==> src/rtl/timer_pkg.sv <==
`timescale 1ns/1ps
package timer_pkg;

  typedef enum logic [1:0] {
    RATE_1024 = 2'b00,
    RATE_16   = 2'b01,
    RATE_64   = 2'b10,
    RATE_256  = 2'b11
  } rate_e;

  typedef struct packed {
    logic  enable;
    rate_e rate;
  } ctrl_t;

  function automatic int max_of4(input int a, input int b, input int c, input int d);
    int m;
    m = a;
    if (b > m) m = b;
    if (c > m) m = c;
    if (d > m) m = d;
    return m;
  endfunction

endpackage

==> src/rtl/timer_divider.sv <==
`timescale 1ns/1ps
module timer_divider #(
  parameter int W = 8
) (
  input  logic         clk,
  input  logic         rst,
  input  logic         clr,
  output logic [W-1:0] div_q
);

  always_ff @(posedge clk) begin
    if (rst || clr) div_q <= '0;
    else            div_q <= div_q + W'(1);
  end

  // one per clock, wrapping
  a_r2_count: assert property (@(posedge clk) disable iff (rst)
    !clr |=> div_q == $past(div_q) + W'(1));
  // any write clears
  a_r2_clear: assert property (@(posedge clk) disable iff (rst)
    clr |=> div_q == '0);

endmodule

==> src/rtl/timer_prescaler.sv <==
`timescale 1ns/1ps
module timer_prescaler
  import timer_pkg::*;
#(
  parameter int SH0 = 10,
  parameter int SH1 = 4,
  parameter int SH2 = 6,
  parameter int SH3 = 8
) (
  input  logic  clk,
  input  logic  rst,
  input  logic  enable,
  input  rate_e rate,
  output logic  step
);

  localparam int PW = max_of4(SH0, SH1, SH2, SH3);
  localparam int SH_TAB [4] = '{SH0, SH1, SH2, SH3};

  logic [PW-1:0] pre_q;
  logic [PW-1:0] lim [4];
  logic [PW-1:0] limit;

  for (genvar gi = 0; gi < 4; gi++) begin : g_lim
    assign lim[gi] = PW'((32'd1 << SH_TAB[gi]) - 32'd1);
  end

  assign limit = lim[rate];
  assign step  = enable && (pre_q >= limit);

  always_ff @(posedge clk) begin
    if (rst || !enable) pre_q <= '0;
    else if (step)      pre_q <= '0;
    else                pre_q <= pre_q + PW'(1);
  end

  // prescaler parked at zero while disabled
  a_r3_presc_idle: assert property (@(posedge clk) disable iff (rst)
    !enable |=> pre_q == '0);
  // after a step the count restarts
  a_r4_restart: assert property (@(posedge clk) disable iff (rst)
    step |=> pre_q == '0);

endmodule

==> src/rtl/timer_counter.sv <==
`timescale 1ns/1ps
module timer_counter #(
  parameter int W = 8
) (
  input  logic         clk,
  input  logic         rst,
  input  logic         step,
  input  logic         cnt_we,
  input  logic         mod_we,
  input  logic [W-1:0] wdata,
  output logic [W-1:0] cnt_q,
  output logic [W-1:0] mod_q,
  output logic         ovf
);

  logic at_top;
  assign at_top = (cnt_q == '1);
  assign ovf    = step && !cnt_we && at_top;

  always_ff @(posedge clk) begin
    if (rst)         cnt_q <= '0;
    else if (cnt_we) cnt_q <= wdata;
    else if (ovf)    cnt_q <= mod_q;
    else if (step)   cnt_q <= cnt_q + W'(1);
  end

  always_ff @(posedge clk) begin
    if (rst)         mod_q <= '0;
    else if (mod_we) mod_q <= wdata;
  end

  // no step, no write -> hold
  a_r3_hold: assert property (@(posedge clk) disable iff (rst)
    (!step && !cnt_we) |=> $stable(cnt_q));
  // ordinary step adds one
  a_r4_inc: assert property (@(posedge clk) disable iff (rst)
    (step && !cnt_we && cnt_q != '1) |=> cnt_q == $past(cnt_q) + W'(1));
  // overflow reloads from the modulo register
  a_r5_reload: assert property (@(posedge clk) disable iff (rst)
    (step && !cnt_we && cnt_q == '1) |=> cnt_q == $past(mod_q));
  // bus write wins over a step
  a_r8_write_wins: assert property (@(posedge clk) disable iff (rst)
    cnt_we |=> cnt_q == $past(wdata));

endmodule

==> src/rtl/interval_timer.sv <==
`timescale 1ns/1ps
module interval_timer
  import timer_pkg::*;
#(
  parameter int             ADDR_W   = 8,
  parameter int             DATA_W   = 8,
  parameter logic [7:0]     ADDR_DIV = 8'h04,
  parameter logic [7:0]     ADDR_CNT = 8'h05,
  parameter logic [7:0]     ADDR_MOD = 8'h06,
  parameter logic [7:0]     ADDR_CTL = 8'h07,
  parameter int             RATE_SH0 = 10,
  parameter int             RATE_SH1 = 4,
  parameter int             RATE_SH2 = 6,
  parameter int             RATE_SH3 = 8
) (
  input  logic              clk,
  input  logic              rst,
  input  logic [ADDR_W-1:0] bus_addr,
  input  logic [DATA_W-1:0] bus_wdata,
  input  logic              bus_we,
  input  logic              bus_re,
  output logic [DATA_W-1:0] bus_rdata,
  input  logic              irq_ack,
  output logic              irq_pulse,
  output logic              irq_pending
);

  localparam int CW = $bits(ctrl_t);

  logic hit_div, hit_cnt, hit_mod, hit_ctl, hit_any;
  logic step, ovf;
  logic [DATA_W-1:0] div_q, cnt_q, mod_q, rd_d;
  ctrl_t ctrl_q;

  assign hit_div = (bus_addr == ADDR_W'(ADDR_DIV));
  assign hit_cnt = (bus_addr == ADDR_W'(ADDR_CNT));
  assign hit_mod = (bus_addr == ADDR_W'(ADDR_MOD));
  assign hit_ctl = (bus_addr == ADDR_W'(ADDR_CTL));
  assign hit_any = hit_div | hit_cnt | hit_mod | hit_ctl;

  timer_divider #(.W(DATA_W)) u_div (
    .clk   (clk),
    .rst   (rst),
    .clr   (bus_we && hit_div),
    .div_q (div_q)
  );

  timer_prescaler #(
    .SH0(RATE_SH0), .SH1(RATE_SH1), .SH2(RATE_SH2), .SH3(RATE_SH3)
  ) u_pre (
    .clk    (clk),
    .rst    (rst),
    .enable (ctrl_q.enable),
    .rate   (ctrl_q.rate),
    .step   (step)
  );

  timer_counter #(.W(DATA_W)) u_cnt (
    .clk    (clk),
    .rst    (rst),
    .step   (step),
    .cnt_we (bus_we && hit_cnt),
    .mod_we (bus_we && hit_mod),
    .wdata  (bus_wdata),
    .cnt_q  (cnt_q),
    .mod_q  (mod_q),
    .ovf    (ovf)
  );

  always_ff @(posedge clk) begin
    if (rst)                    ctrl_q <= '0;
    else if (bus_we && hit_ctl) ctrl_q <= ctrl_t'(bus_wdata[CW-1:0]);
  end

  always_comb begin
    rd_d = '1;
    if (hit_div)      rd_d = div_q;
    else if (hit_cnt) rd_d = cnt_q;
    else if (hit_mod) rd_d = mod_q;
    else if (hit_ctl) rd_d = {{(DATA_W-CW){1'b1}}, ctrl_q};
  end

  always_ff @(posedge clk) begin
    if (rst)         bus_rdata <= '0;
    else if (bus_re) bus_rdata <= rd_d;
  end

  always_ff @(posedge clk) begin
    if (rst) begin
      irq_pulse   <= 1'b0;
      irq_pending <= 1'b0;
    end else begin
      irq_pulse <= ovf;
      if (ovf)          irq_pending <= 1'b1;
      else if (irq_ack) irq_pending <= 1'b0;
    end
  end

  // pulse never lasts two cycles
  a_r6_single: assert property (@(posedge clk) disable iff (rst)
    irq_pulse |=> !irq_pulse);
  // pulse is always mirrored by the sticky flag
  a_r7_sticky: assert property (@(posedge clk) disable iff (rst)
    irq_pulse |-> irq_pending);
  // flag holds without acknowledge
  a_r7_hold: assert property (@(posedge clk) disable iff (rst)
    (irq_pending && !irq_ack) |=> irq_pending);
  // upper control bits read as ones
  a_r9_ctl_read: assert property (@(posedge clk) disable iff (rst)
    (bus_re && hit_ctl) |=> bus_rdata[DATA_W-1:CW] == '1);
  // unmapped reads return all ones
  a_r1_unmapped: assert property (@(posedge clk) disable iff (rst)
    (bus_re && !hit_any) |=> bus_rdata == '1);
  // read data holds without a read strobe
  a_r11_hold: assert property (@(posedge clk) disable iff (rst)
    !bus_re |=> $stable(bus_rdata));

endmodule

==> config.mk <==
export PLATFORM = sky130hd
export DESIGN_NAME = interval_timer
export DESIGN_NICKNAME = d
export VERILOG_FILES = /design/src/rtl/timer_pkg.sv /design/src/rtl/timer_divider.sv /design/src/rtl/timer_prescaler.sv /design/src/rtl/timer_counter.sv /design/src/rtl/interval_timer.sv
export SDC_FILE = /design/constraint.sdc
export NUM_CORES = 1
export LEC_CHECK = 0
export ABC_CLOCK_PERIOD_IN_PS = 2430
export BUFFER_PORTS_ARGS = -buffer_cell sky130_fd_sc_hd__buf_2
export CAP_MARGIN = 20
export CORE_MARGIN = 2
export CORE_UTILIZATION = 52
export DETAILED_ROUTE_END_ITERATION = 10
export GPL_ROUTABILITY_DRIVEN = 0
export GPL_TIMING_DRIVEN = 0
export PLACE_DENSITY_LB_ADDON = 0.05
export SKIP_LAST_GASP = 1
export SYNTH_ARGS = -nofsm -noshare
export SYNTH_HDL_FRONTEND = slang
export SYNTH_HIERARCHICAL = 1
export SYNTH_SLANG_ARGS = --single-unit
==> constraint.sdc <==
create_clock -name clk -period 2.43 [get_ports clk]
set_input_delay 0.3645 -clock clk [delete_from_list [all_inputs] [get_ports clk]]
set_output_delay 0.3645 -clock clk [all_outputs]
set_load 0.02 [all_outputs]
Word level (Yosys, flattened, before mapping)
Cells that the tools add are included.
- flip-flop bits (word level): 47
- output and inout bits: 10
- mux-type cells: 12
- magnitude comparators: 2
- bitwise operators: 1
- eq/ne operators: 5
- reduce and logical (&&, ||, !) cells: 14
- add/subtract/negate cells: 3
- operators with widths (kind ; count):
    $mux 8 ; 6
    $eq 8x3->1 const B ; 4
    $bmux 10 s2 ; 1
    $mux 10 ; 2
    $add 8x1->8 const B ; 2
    $add 10x1->10 const B ; 1
    $ge 10x10->1 ; 1
    $eq 8x8->1 const B ; 1
    $logic_and 1x1->1 ; 7
    $ge 3x3->1 const B ; 1
    $mux 3 ; 1
    $not 2->3 ; 1
    $reduce_bool 3->1 ; 1
    $logic_not 1->1 ; 2
    $logic_or 1x1->1 ; 2
    $mux 1 ; 2
    $reduce_bool 2->1 ; 1
    $reduce_or 2->1 ; 1

Longest topological paths before layout
Gate-level depths: netlist (run 1).
- depth in word-level cells: 10
- depth in mapped cells: 12
- mapped depth without buffers: 11

By module
Netlist (run 1), hierarchy kept.
- modules (own cells, without submodules) (module ; area each (sq um) ; times used ; cells each ; seq. area each (sq um)):
    timer_counter ; 849.6 ; 1 ; 97 ; 320.3
    interval_timer ; 758.2 ; 1 ; 77 ; 260.2
    timer_prescaler ; 593.1 ; 1 ; 61 ; 200.2
    timer_divider ; 316.6 ; 1 ; 35 ; 160.2

Worst setup path before layout (run 1)
No wires, ideal clock.
- path type: reg-to-reg
- from: register ctrl_q[1] (netlist name)
- to: register u_cnt.cnt_q[4]
- path slack: 50 ps
- stages on the path, launching flop included: 12
- arrival: 2310 ps
- setup time: 71 ps
- buffers on the path: 1
- cells stage by stage: dfxtp_1 > inv_1 > ha_1 > ha_1 > a21o_1 > a31oi_4 > o221ai_1 > and2_1 > clkbuf_1 > and3_1 > a211o_1 > a21oi_1
- word-level cells in the longest chain between the ends: 10
- elaborated cells between the ends (all ways): 11
- those cells by class: order compare (1); mux (5); bitwise (1); reduce/logical (4)
- ends and longest elaborated chain (element ; RTL line ; source):
    start: declaration ; interval_timer.sv:33 ; ctrl_t ctrl_q;
    start signal: assignment ; interval_timer.sv:72 ; else if (bus_we && hit_ctl) ctrl_q <= ctrl_t'(bus_wdata[CW-1:0]);
    $not 2->3 (implied by the code) * ; timer_prescaler.sv:28 ; assign limit = lim[rate];
    $bmux 10 s2 * ; timer_prescaler.sv:28 ;
    $mux 10 (implied by the code) * (2 in series) ; timer_prescaler.sv:28 ;
    $ge 10x10->1 * ; timer_prescaler.sv:29 ; assign step = enable && (pre_q >= limit);
    $logic_and 1x1->1 * ; timer_prescaler.sv:29 ;
    named net step ; interval_timer.sv:31 ; logic step, ovf;
    $logic_and 1x1->1 (2 in series) ; timer_counter.sv:18 ; assign ovf = step && !cnt_we && at_top;
    $mux 8 ; timer_counter.sv:23 ; else if (ovf) cnt_q <= mod_q;
    $mux 8 ; timer_counter.sv:22 ; else if (cnt_we) cnt_q <= wdata;
    end signal: assignment ; timer_counter.sv:22 ;
    end signal: assignment ; timer_counter.sv:23 ;
    end signal: assignment ; timer_counter.sv:24 ; else if (step) cnt_q <= cnt_q + W'(1);
    end: declaration ; timer_counter.sv:11 ; output logic [W-1:0] cnt_q,
The timed path passes the listed nets; every way through them passes the cells marked *. The select of a mux whose other input is x is not followed.
A chain may end at the register's enable or synchronous reset.

Worst setup path after layout (run 1)
Same ends and word-level chain as after synthesis.

==> results of run 1 <==
==> Yosys cell counts (all sizes together) <==
cell type   n  area (µm²)
dfxtp      47         941
nor2       41         173
a21oi      19        95.1
ha         11         138
mux2i      11         110
nand3      10        60.1
clkbuf      9        33.8
inv         8        30.0
nand2       8        30.0
xor2        8        70.1
and3        7        55.1
o22ai       7        43.8
buf         6        47.5
nand4       6        37.5
a211oi      5        37.5
a311oi      5        43.8
and4        5        45.0
mux2        5        56.3
nor3        5        25.0
a31oi       4        40.0
xnor2       4        35.0
mux4        3        67.6
nand2b      3        18.8
nor3b       3        22.5
o21ai       3        15.0
o31ai       3        22.5
or3         3        18.8
a21o        2        16.3
and2        2        12.5
and4b       2        20.0
nor2b       2        12.5
nor4b       2        32.5
or2         2        12.5
a2111oi     1        15.0
a211o       1        8.76
a311o       1        10.0
nor4        1        6.26
o2111ai     1        8.76
o21bai      1        18.8
o221ai      1        8.76
o32ai       1        8.76
or4b        1        13.8
==> registers in the layout, indices dropped and copies added (netlist names) <==
| name | flops |
|---|---|
| u_cnt/mod_q | 8 |
| irq_pulse | 1 |
| u_div/div_q | 8 |
| u_cnt/cnt_q | 8 |
| ctrl_q | 3 |
| u_pre/pre_q | 10 |
| irq_pending | 1 |
| bus_rdata | 8 |
==> layer usage <==
metal | part of all wire, % | global-route usage, % | up-vias | routed length (µm)
met5 | 0 | 0 | - | 0
met4 | 0.35 | 6.67 | 0 | 19
met3 | 4.9 | 2.88 | 2 | 268
met2 | 45 | 34.2 | 55 | 2490
met1 | 49 | 30.9 | 987 | 2720
li1 | - | - | 1060 | -
==> power groups by stage <==
stage / Combinational [mW] / Clock (mW) / Sequential, mW
finish: 0.115 / 0.475 / 0.793
global route: 0.127 / 0.515 / 0.795
CTS: 0.115 / 0.492 / 0.794
detailed placement: 0.115 / 0 / 0.812
global placement: 0.114 / 0 / 0.812
floorplan: 0.0576 / 0 / 0.823
==> layout make-up <==
cell class | count | area (µm²)
Multi-Input combinational cell | 200 | 1530
Fill cell | 420 | 1790
Timing Repair Buffer | 29 | 145
Sequential cell | 47 | 946
Tap cell | 54 | 67.6
Buffer | 15 | 91.3
Clock inverter | 3 | 20.0
Clock buffer | 5 | 68.8
Inverter | 8 | 30.0
==> per-stage QoR <==
stage	instance area, µm²	setup slack [ns]	setup TNS [ns]	std cells	util (%)
3_3_place_gp	2730	-0.231	-1.09	353	58.2
3_5_place_dp	2730	-0.285	-1.52	353	58.2
5_1_grt	2900	-0.0286	-0.0395	361	61.8
4_1_cts	2850	0.0248	0	361	60.8
2_1_floorplan	2520	0.0496	0	270	-
6_report	2900	0.0524	0	361	61.8
==> cell families (layout without fill, tap and decap cells) <==
logic type / after synthesis / in the layout / synth area share, %
mux: 19 / 19 / 9.29
compound gates: 55 / 55 / 15.6
xor+xnor: 12 / 12 / 4.17
flops: 47 / 47 / 37.4
fa+ha+maj: 11 / 11 / 5.47
buf+inv: 23 / 60 / 4.42
simple gates: 103 / 103 / 23.7
==> worst max-delay path, delay by kind of cell (launching register included) <==
family	cells	cell delay, ns
adders and majority gates	2	0.43
AOI/OAI and AO/OA	5	0.93
buffers and inverters	2	0.26
DFF	1	0.34
and+or+nand+nor	2	0.36
==> worst max path at each step <==
stage | end | start | slack, ns
after detailed placement | u_cnt/cnt_q[7] | ctrl_q[0] | -0.29
after global routing | u_cnt/cnt_q[6] | ctrl_q[1] | -0.03
final | u_cnt/cnt_q[4] | ctrl_q[1] | 0.05
after floorplan | u_cnt/cnt_q[4] | ctrl_q[1] | 0.05
after CTS | u_cnt/cnt_q[7] | ctrl_q[0] | 0.02
after global placement | u_cnt/cnt_q[7] | ctrl_q[0] | -0.23
==> what timing repair did <==
| item | in CTS | in global routing |
|---|---|---|
| setup endpoints to repair | 10 | 9 |
| pin swaps | 0 | 3 |
| hold endpoints to repair | 0 | 0 |
| resized for setup | 8 | 6 |
| cloned | 0 | 0 |
| hold buffers | 0 | 0 |
==> results.json, run 1 <==
{
  "reg2reg_to": "u_cnt/cnt_q[4]",
  "drc": 0,
  "status": "complete, no violations",
  "routedWlPerCell_um": 15.2,
  "core_area_um2": 4690,
  "grt.overflow.total": 0,
  "fin_crit_sh_pct": 97.8,
  "hold_class": "in -> reg",
  "clkPwrFrac_pct": 34.3,
  "ios": 31,
  "htreeDepth": 2,
  "yosysSeqAreaShare_pct": 37.4,
  "cts.clk_slew.worst_paths_ns": 0.09,
  "setup_viol": 0,
  "critPathArrivalTime_ns": 2.61,
  "drive_above_1_share_pct": 25.4,
  "chipWidth_um": 73.6,
  "gr-usage-all-layers_pct": 21.7,
  "whs_path_depth": 3,
  "required_ns": 2.66,
  "relSlewSlack_pct": 57.7,
  "worst_hold_slack_ns": 0.307,
  "dr_total_vias": 2104,
  "vias_per_cell": 5.83,
  "nets": 338,
  "critPathKind": "reg -> reg",
  "clock-sinks": 47,
  "syn_avg_cell_area_um2": 9.32,
  "die_area_um2": 5410,
  "r2r_setup_slack_ns": 0.05,
  "antennaDiodeCount": 0,
  "yosysWarnings": 6,
  "syn_area_um2": 2520,
  "tightestPinTransition_ns": 0.634,
  "routed_wl_mm": 5.50,
  "fin_skew_ns": 0.00727,
  "io_buffer_count": 29,
  "timing.fmax_ghz": 0.421,
  "hpwl_mm": 4.15,
  "cts_tree": "done",
  "rsz0062_at_grt": "yes",
  "cts_root_buf": "clkbuf_8",
  "clock_latency_ns": 0.30,
  "start_util_pct": 53.7,
  "grt_max_degree": 16,
  "hold_path_end": "u_cnt/cnt_q[7]",
  "finalPower_mw": 1.38,
  "clockBufferDepth": 2,
  "cp_max_fo": 10,
  "area_delta_synth_final_pct": 15.1,
  "cp_slowest_cell": "dfxtp_2",
  "rows": 25,
  "synth_seq_cells": 47,
  "r2r-start": "ctrl_q[1]",
  "startpoint_type": "flop",
  "pwr-share-seq_pct": 57.4,
  "drt_pass1_iterations": 4,
  "grt_antenna_before_repair": 0,
  "path_cells": "inv_1 -> ha_2 -> ha_4 -> a21o_1 -> a31oi_4 -> o221ai_2 -> and2_4 -> clkbuf_8 -> and3_1 -> a211o_1 -> a21oi_1",
  "final_common_cell": "dfxtp_1",
  "numCtsBuffers": 5,
  "drv_slew": 0,
  "syn-num-nets": 302,
  "grt_pass1_vias": 1931,
  "crit_path_end_kind": "flop",
  "p_comb_share_pct": 8.3,
  "p_sw_uw": 352,
  "leakage_nw": 1.13,
  "r2r_cells": 11,
  "drv_cap": 0,
  "netlist_instances": 270,
  "synthDistinctLibCells": 53,
  "fp.dieH_um": 73.6,
  "final_cell_mix": "45 x dfxtp_1, 39 x nor2_1, 31 x buf_2, 19 x a21oi_1, 11 x mux2i_1",
  "hold_violations": 0,
  "ant_nets": 0,
  "powerDensity_nw_per_um2": 477,
  "ir_worst_vdd_uv": 278,
  "p_sw_share_pct": 25.5,
  "hold_start": "bus_wdata[7]",
  "fin_crit_ns": 2.38,
  "cts_setup_buffers": 0,
  "grt_pass1_wl_mm": 9.08,
  "drt_iter0_markers": 141,
  "slowest_delay_ns": 0.34,
  "p_int_mw": 1.03
}
Power figures use the tool's default switching activity.
==> inputs of run 2 (changes only) <==
CELL_PAD_IN_SITES_DETAIL_PLACEMENT = 0   (was not set)
CELL_PAD_IN_SITES_GLOBAL_PLACEMENT = 2   (was not set)
CORE_UTILIZATION = 32   (was 52)
==> results.json, run 2 (same netlist as run 1, synthesis figures left out) <==
{
  "crit_path_end_kind": "flop",
  "setup_viol": 0,
  "clock-sinks": 47,
  "start_util_pct": 32.7,
  "cts_tree": "done",
  "required_ns": 2.66,
  "critPathKind": "reg -> reg",
  "drt_pass1_iterations": 4,
  "fin_ws_ns": 0.120,
  "powerDensity_nw_per_um2": 472,
  "nets": 341,
  "cts_root_buf": "clkbuf_8",
  "path_cells": "inv_1 -> ha_4 -> ha_1 -> nand4_1 -> o221ai_2 -> and2_4 -> buf_4 -> a31oi_1 -> a311o_1 -> a21oi_1",
  "leakage_nw": 1.15,
  "area_delta_synth_final_pct": 18.3,
  "clockBufferDepth": 2,
  "r2r_cells": 10,
  "grt.overflow.total": 0,
  "drv_slew": 0,
  "cts-hold-fix-buffers": 0,
  "fin_cells": 411,
  "fillCellCount": 810,
  "routedWlPerCell_um": 15.7,
  "final_cell_mix": "45 x dfxtp_1, 39 x nor2_1, 31 x buf_2, 17 x a21oi_1, 11 x mux2i_1",
  "drt_iter0_markers": 49,
  "tightestPinTransition_ns": 0.730,
  "vias_per_cell": 5.02,
  "hold_class": "in -> reg",
  "grt_pass1_vias": 2022,
  "routed_wl_mm": 6.45,
  "core_area_um2": 7690,
  "finalPower_mw": 1.41,
  "drc": 0,
  "cts.clk_slew.worst_paths_ns": 0.09,
  "dr_total_vias": 2062,
  "numCtsBuffers": 5,
  "ir_worst_vdd_uv": 224,
  "whs_path_depth": 3,
  "fin_skew_ns": 0.00632,
  "cp_max_fo": 10,
  "cp_slowest_cell": "dfxtp_4",
  "rows": 32,
  "startpoint_type": "flop",
  "slowest_delay_ns": 0.38,
  "clock_latency_ns": 0.30,
  "timing.fmax_ghz": 0.433,
  "fin_crit_sh_pct": 95.1,
  "status": "complete, no violations",
  "htreeDepth": 2,
  "hpwl_mm": 4.79,
  "dp_cells": 401,
  "antennaDiodeCount": 0,
  "final_common_cell": "dfxtp_1",
  "finalCoreUtilization_pct": 38.7,
  "grt_max_degree": 14,
  "ant_nets": 0,
  "largest_register_ffs": 10,
  "ios": 31,
  "relSlewSlack_pct": 51.4,
  "gr-usage-all-layers_pct": 15.9,
  "grt_pass1_wl_mm": 10.6,
  "fin_crit_ns": 2.31,
  "drive_above_1_share_pct": 26.5,
  "io_buffer_count": 29,
  "critPathArrivalTime_ns": 2.54,
  "chipWidth_um": 92.7,
  "top_register": "u_pre/pre_q",
  "grt_antenna_before_repair": 0,
  "die_area_um2": 8590,
  "pre_cts_slack_ns": -0.337,
  "worst_hold_slack_ns": 0.307,
  "fp.dieH_um": 92.7,
  "hold_violations": 0,
  "drv_cap": 0
}
==> run 2: cell count changes in the layout (fill, tap and decap cells not counted), sizes merged <==
cell / delta
buf: +4
clkinvlp: -2
==> run 2: worst paths after layout <==
kind / slack (ns) / start / end
setup / recovery: 0.12 / ctrl_q[0] / u_cnt/cnt_q[7]
hold / removal: 0.31 / bus_wdata[4] / u_cnt/cnt_q[4]
setup reg to reg: 0.12 / ctrl_q[0] / u_cnt/cnt_q[7]
hold reg to reg: 0.47 / u_pre/pre_q[0] / u_pre/pre_q[0]
==> run 2: per-layer routing <==
layer	GRT usage [%]	vias to the layer above	wire [µm]
li1	-	1064	-
met1	22.8	955	3390
met2	24.6	37	2770
met3	3.17	6	224
met4	3.68	0	64
met5	0	-	0
==> run 2: layout make-up <==
cell class              count  area, µm²  area share (%)
multi-input cells         200       1530            51.5
flip-flops and latches     47        946            31.8
repair buffers             32        168            5.63
well taps                 102        128            4.29
plain buffers              15       85.1            2.86
clock buffers               6       82.6            2.77
inverters                   8       30.0            1.01
clock inverters             1       5.00           0.168
==> run 2: repair_timing <==
action,CTS,global route
cloned,0,0
pin swaps,2,1
setup buffers,2,1
gates resized for setup,6,11
setup endpoints to repair,10,9
==> run 2: critical path, delay by kind of cell (launching register included) <==
family / cells / cell delay [ns]
AO/OA/AOI/OAI: 4 / 0.74
AND/OR/NAND/NOR: 2 / 0.33
adder cells (fa/ha/maj): 2 / 0.54
flip-flops: 1 / 0.38
buffers and inverters: 2 / 0.24
==> run 2: power breakdown <==
group	switching (mW)	internal, mW	leakage [nW]
Clock	0.271	0.224	0.0470
Sequential	0.0106	0.783	0.383
Combinational	0.0709	0.0464	0.720
Total	0.352	1.05	1.15
==> run 2: through the flow <==
step           instance area [µm²]  TNS, ns
4_1_cts                       2910        0
2_1_floorplan                 2520        0
5_1_grt                       2980  -0.0132
3_3_place_gp                  2790    -2.37
3_5_place_dp                  2790    -2.25
6_report                      2980        0
